<file path="src/rtl/sled_pkg.sv">
package sled_pkg;
    localparam int unsigned DEF_CH   = 16;
    localparam int unsigned DEF_STEP = 1;
    localparam int unsigned DEF_SYNC = 2;

    // delay, in system cycles, applied to a channel index
    function automatic int unsigned lag_cycles(input int unsigned idx, input int unsigned step);
        return idx * step;
    endfunction
endpackage

</file>
<file path="src/rtl/sled_sync.sv">
module sled_sync #(
    parameter int unsigned WIDTH  = 4,
    parameter int unsigned STAGES = sled_pkg::DEF_SYNC
) (
    input  logic             clk,
    input  logic             rst,
    input  logic [WIDTH-1:0] din,
    output logic [WIDTH-1:0] dout
);
    logic [STAGES-1:0][WIDTH-1:0] pipe_d, pipe_q;

    always_comb begin
        pipe_d = {pipe_q[STAGES-2:0], din};
    end

    always_ff @(posedge clk) begin
        if (rst) pipe_q <= '0;
        else     pipe_q <= pipe_d;
    end

    assign dout = pipe_q[STAGES-1];
endmodule

</file>
<file path="src/rtl/sled_core.sv">
module sled_core #(
    parameter int unsigned NUM_CH = sled_pkg::DEF_CH
) (
    input  logic              clk,
    input  logic              rst,
    input  logic              sclk_s,
    input  logic              sdat_s,
    input  logic              strb_s,
    input  logic              oen_s,
    output logic              shift_rise,
    output logic [NUM_CH-1:0] shift_q,
    output logic [NUM_CH-1:0] latch_q,
    output logic [NUM_CH-1:0] gate_q
);
    typedef struct packed {
        logic [NUM_CH-1:0] chain;
        logic [NUM_CH-1:0] hold;
        logic [NUM_CH-1:0] gate;
        logic              sclk_prev;
    } core_t;

    core_t st_d, st_q;

    assign shift_rise = sclk_s & ~st_q.sclk_prev;

    always_comb begin
        st_d           = st_q;
        st_d.sclk_prev = sclk_s;
        if (shift_rise) st_d.chain = {st_q.chain[NUM_CH-2:0], sdat_s};
        if (strb_s)     st_d.hold  = st_q.chain;
        st_d.gate      = oen_s ? '0 : st_q.hold;
    end

    always_ff @(posedge clk) begin
        if (rst) st_q <= '0;
        else     st_q <= st_d;
    end

    assign shift_q = st_q.chain;
    assign latch_q = st_q.hold;
    assign gate_q  = st_q.gate;
endmodule

</file>
<file path="src/rtl/sled_dly.sv">
module sled_dly #(
    parameter int unsigned DEPTH = 1
) (
    input  logic clk,
    input  logic rst,
    input  logic din,
    output logic dout
);
    if (DEPTH == 1) begin : g_one
        logic bit_d, bit_q;
        always_comb bit_d = din;
        always_ff @(posedge clk) begin
            if (rst) bit_q <= 1'b0;
            else     bit_q <= bit_d;
        end
        assign dout = bit_q;
    end else begin : g_line
        logic [DEPTH-1:0] line_d, line_q;
        always_comb line_d = {line_q[DEPTH-2:0], din};
        always_ff @(posedge clk) begin
            if (rst) line_q <= '0;
            else     line_q <= line_d;
        end
        assign dout = line_q[DEPTH-1];
    end
endmodule

</file>
<file path="src/rtl/sled_stagger.sv">
module sled_stagger #(
    parameter int unsigned NUM_CH   = sled_pkg::DEF_CH,
    parameter int unsigned STEP_CYC = sled_pkg::DEF_STEP
) (
    input  logic              clk,
    input  logic              rst,
    input  logic [NUM_CH-1:0] req,
    output logic [NUM_CH-1:0] ch_on
);
    for (genvar n = 0; n < NUM_CH; n++) begin : g_ch
        localparam int unsigned LAG = sled_pkg::lag_cycles(n, STEP_CYC);
        if (LAG == 0) begin : g_direct
            assign ch_on[n] = req[n];
        end else begin : g_delayed
            sled_dly #(.DEPTH(LAG)) u_dly (
                .clk  (clk),
                .rst  (rst),
                .din  (req[n]),
                .dout (ch_on[n])
            );
        end
    end
endmodule

</file>
<file path="src/rtl/sled_ctrl.sv">
module sled_ctrl #(
    parameter int unsigned NUM_CH      = sled_pkg::DEF_CH,
    parameter int unsigned STEP_CYC    = sled_pkg::DEF_STEP,
    parameter int unsigned SYNC_STAGES = sled_pkg::DEF_SYNC
) (
    input  logic              clk,
    input  logic              rst,
    input  logic              sclk_in,
    input  logic              sdata_in,
    input  logic              strobe_in,
    input  logic              oe_n_in,
    output logic              sdata_out,
    output logic [NUM_CH-1:0] ch_on
);
    localparam int unsigned NUM_IN = 4;

    logic [NUM_IN-1:0] raw_in, syn_out;
    logic              sclk_s, sdat_s, strb_s, oen_s;
    logic              shift_rise;
    logic [NUM_CH-1:0] shift_q, latch_q, gate_q;

    assign raw_in = {oe_n_in, strobe_in, sdata_in, sclk_in};

    sled_sync #(.WIDTH(NUM_IN), .STAGES(SYNC_STAGES)) u_sync (
        .clk  (clk),
        .rst  (rst),
        .din  (raw_in),
        .dout (syn_out)
    );

    assign {oen_s, strb_s, sdat_s, sclk_s} = syn_out;

    sled_core #(.NUM_CH(NUM_CH)) u_core (
        .clk        (clk),
        .rst        (rst),
        .sclk_s     (sclk_s),
        .sdat_s     (sdat_s),
        .strb_s     (strb_s),
        .oen_s      (oen_s),
        .shift_rise (shift_rise),
        .shift_q    (shift_q),
        .latch_q    (latch_q),
        .gate_q     (gate_q)
    );

    sled_stagger #(.NUM_CH(NUM_CH), .STEP_CYC(STEP_CYC)) u_stag (
        .clk   (clk),
        .rst   (rst),
        .req   (gate_q),
        .ch_on (ch_on)
    );

    assign sdata_out = shift_q[NUM_CH-1];
endmodule

</file>
<file path="config.mk">
export PLATFORM = sky130hd
export DESIGN_NAME = sled_ctrl
export DESIGN_NICKNAME = d
export VERILOG_FILES = /design/src/rtl/sled_pkg.sv /design/src/rtl/sled_sync.sv /design/src/rtl/sled_core.sv /design/src/rtl/sled_dly.sv /design/src/rtl/sled_stagger.sv /design/src/rtl/sled_ctrl.sv
export SDC_FILE = /design/constraint.sdc
export NUM_CORES = 1
export LEC_CHECK = 0
export BUFFER_PORTS_ARGS = -buffer_cell sky130_fd_sc_hd__buf_2
export CORE_MARGIN = 5
export CORE_UTILIZATION = 50
export DETAILED_ROUTE_END_ITERATION = 16
export PLACE_DENSITY = 0.66
export SLEW_MARGIN = 20
export SYNTH_ARGS = -nofsm -noshare
export SYNTH_HDL_FRONTEND = slang
export SYNTH_SLANG_ARGS = --single-unit
</file>
<file path="constraint.sdc">
create_clock -name clk -period 0.9 [get_ports clk]
set_input_delay 0.045 -clock clk [delete_from_list [all_inputs] [get_ports clk]]
set_output_delay 0.045 -clock clk [all_outputs]
set_load 0.02 [all_outputs]
</file>
==> flow_summary.ini <==
[critical_path]
timing.critical_path.from_type = register
max_stage_delay_ps = 340
cp_top_family = flip-flops
critical_path.slowest_cell = sky130_fd_sc_hd__dfxtp_2
reg2reg_from = u_sync.dout[0]
timing.reg2reg.worst_path_depth = 3
critPathRequiredTime_ps = 850
regToRegEndpoint = u_core.shift_q[15]
cp_cell_sequence = buf_6
worstPathMaxFanout = 2
worstSetupStartpoint = u_core.shift_q[15]
worst-path-buf-inv = 1
worstPathArrival_ps = 960
reg2reg_setup_slack_ps = -60
timing_worst_setup_path_type = register to output port
timing.critical_path.to_type = output port

[layout]
most-common-layout-cells = sky130_fd_sc_hd__dfxtp_1, sky130_fd_sc_hd__nor2b_1, sky130_fd_sc_hd__mux2i_1
n_antenna_cell = 0
layout.cells.non_filler = 595
area_growth_pct = 18.3
mostFrequentLayoutCell = sky130_fd_sc_hd__dfxtp_1
final_layout_size_suffix_gt1_share_pct = 19.0
nets_final = 452

[placement]
dp.cells = 556
io_buffer_count = 22
place.detailed.hpwl_um = 3510
globalplace.congestion = 0.688
place_ws_ps = -34.7

[yosys]
syn_nets = 434
synthesis.area_um2 = 5230
yosys.area.top_type_share_pct = 67.7
synth-compound-area-share_pct = 0.0956
synth_top_cells_by_area = sky130_fd_sc_hd__dfxtp_1, sky130_fd_sc_hd__nor2b_1, sky130_fd_sc_hd__mux2i_1, sky130_fd_sc_hd__buf_4, sky130_fd_sc_hd__and2_1
synth-seq-cells = 177
ys_seq_area_share_pct = 67.7
syn_inst = 428
post_synth_and_or_nand_nor_area_fraction_pct = 21.1
synth_xor_xnor_area_share_pct = 0
synth.area.mux_share_pct = 5.93
synth-adder-area-share_pct = 0
largest_family_of_logic_cells_by_synthesized_area = simple AND/OR/NAND/NOR gates
netlist.top_cell.by_area = sky130_fd_sc_hd__dfxtp_1
yosysWarningCount = 0
synthDistinctLibCells = 14
syn_area_per_cell_um2 = 12.2

[floorplanning]
design.die.area_um2 = 12600
die_h_um = 112
core_region_area_um2 = 10300
io_pins = 23
fp.dieW_um = 112
row_count = 37
initial_utilization_pct = 50.9

[clock_tree]
clock_tree.buffer_depth = 2
clk-insertion-delay-late_ps = 510
cts_root_buffer = sky130_fd_sc_hd__clkbuf_8
ctsHtreeMaxLevel = 4
cts_buffers = 17
cts.sinks = 177
tritoncts = yes
clk_transition_reported_paths_ps = 70

[outcome]
run_status = finished with violations
violations = negative setup slack

[global_routing]
grt_pass1_vias = 2286
track_usage_pct = 10.3
grt_pass1_wl_um = 10200
globalRouteOverflowTotal = 0
grt_start_max_net_pins = 69
number_of_antenna_violations_at_the_first_check_in_global_routing = 0

[sta]
setup_viol = 32
timing.fmax_mhz = 992
rsz0062_at_grt = yes
final.setup.worst_slack_ps = -108
tightest_slew_ps = 277
timing.clock.skew_ps = 9.07
finalCriticalPeriod_ps = 1010
setup_total_negative_slack_ps = -1900
period_share_pct = 112
slew_viols_final = 0
number_of_endpoints_with_negative_hold_slack_in_the_final_report = 0
slew_headroom_pct = 81.5

[power_and_ir_drop]
p_leak_nw = 2.42
vdd.ir_drop.worst_uv = 1230
power-per-cell-area_nw_per_um2 = 2450
fin_total_pwr_mw = 15.1

[route]
post-route-drc-count = 0
wl_per_cell_um = 10.2
detailed_routing_iterations_pass_1 = 4
detail-route-antenna-nets = 0
vias = 2551
wl_um = 6050
detail_route.iter0.violations = 80
vias_per_cell = 4.29

[flow_run]
max_cap_violations = 0

[hold_path]
holdCritStartpoint = sclk_in
holdPathEnd = u_sync.pipe_d[4]
worstHoldPathCells = 3
hp-class = input pin to register
[synthesized netlist by cell type (all sizes together)]
| master | count |
|---|---|
| mux2i | 31 |
| buf | 39 |
| nor2b | 130 |
| dfxtp | 177 |
| nand4bb | 1 |
| nor2 | 17 |
| o21ai | 1 |
| and2 | 16 |
| nand2b | 16 |
[registers in the layout, indices dropped and copies added, names as in the netlist]
register / cells
u_core.gate_q: 16
u_core.latch_q: 16
u_core.shift_q: 16
u_core.st_q: 1
u_stag.g_ch.g_delayed.u_dly.dout: 1
u_stag.g_ch.g_delayed.u_dly.g_line.line_q: 119
u_sync.dout: 4
u_sync.pipe_d: 4
[power breakdown]
group          internal [mW]  switching [mW]  leakage [nW]
logic                  0.134           0.156         0.708
clock network           3.93            3.06         0.277
registers               7.85         0.00932          1.44
[cells by family after synthesis]
group / Yosys count
AO/OA/AOI/OAI: 1
buffers and inverters: 39
flip-flops: 177
multiplexers: 31
AND/OR/NAND/NOR: 180
[stage by stage]
stage	area, µm²	util [%]	hold WS, ps
3_3_place_gp	5390	52.4	255
4_1_cts	6160	59.9	254
2_1_floorplan	5240	-	173
3_5_place_dp	5390	52.4	266
6_report	6190	60.2	274
5_1_grt	6190	60.2	262
[area by class of cell]
type,instances,area (µm²)
fillers,833,4090
repair buffers,38,444
clock buffers,19,442
flip-flops and latches,177,3570
well taps,136,170
multi-input cells,212,1420
clock inverters,13,143
[layer usage]
layer / share of wire, % / track usage, % / up-vias
met2: 48 / 16.6 / 29
met5: 0 / 0 / -
li1: - / - / 1345
met3: 3.4 / 4.42 / 10
met4: 2.2 / 6.25 / 0
met1: 46 / 11.2 / 1167
[how the worst max path moves through the flow]
| stage | cells past startpoint | to | slack, ps |
|---|---|---|---|
| floorplan | 4 | u_core.shift_q[10] | -40 |
| global placement | 3 | u_core.shift_q[1] | 30 |
| detailed placement | 3 | u_core.shift_q[11] | -30 |
| CTS | 1 | sdata_out | -140 |
| global route | 1 | sdata_out | -170 |
| finish | 1 | sdata_out | -110 |
[repair_timing]
item                       CTS  global route
setup endpoints to repair   32            44
hold endpoints to repair    21             0
hold buffers                 5             0
buffers inserted             1             0
gates resized for setup     51             2
pin swaps                    0             1
gates cloned                 0             1
Power figures use the tool's default switching activity.
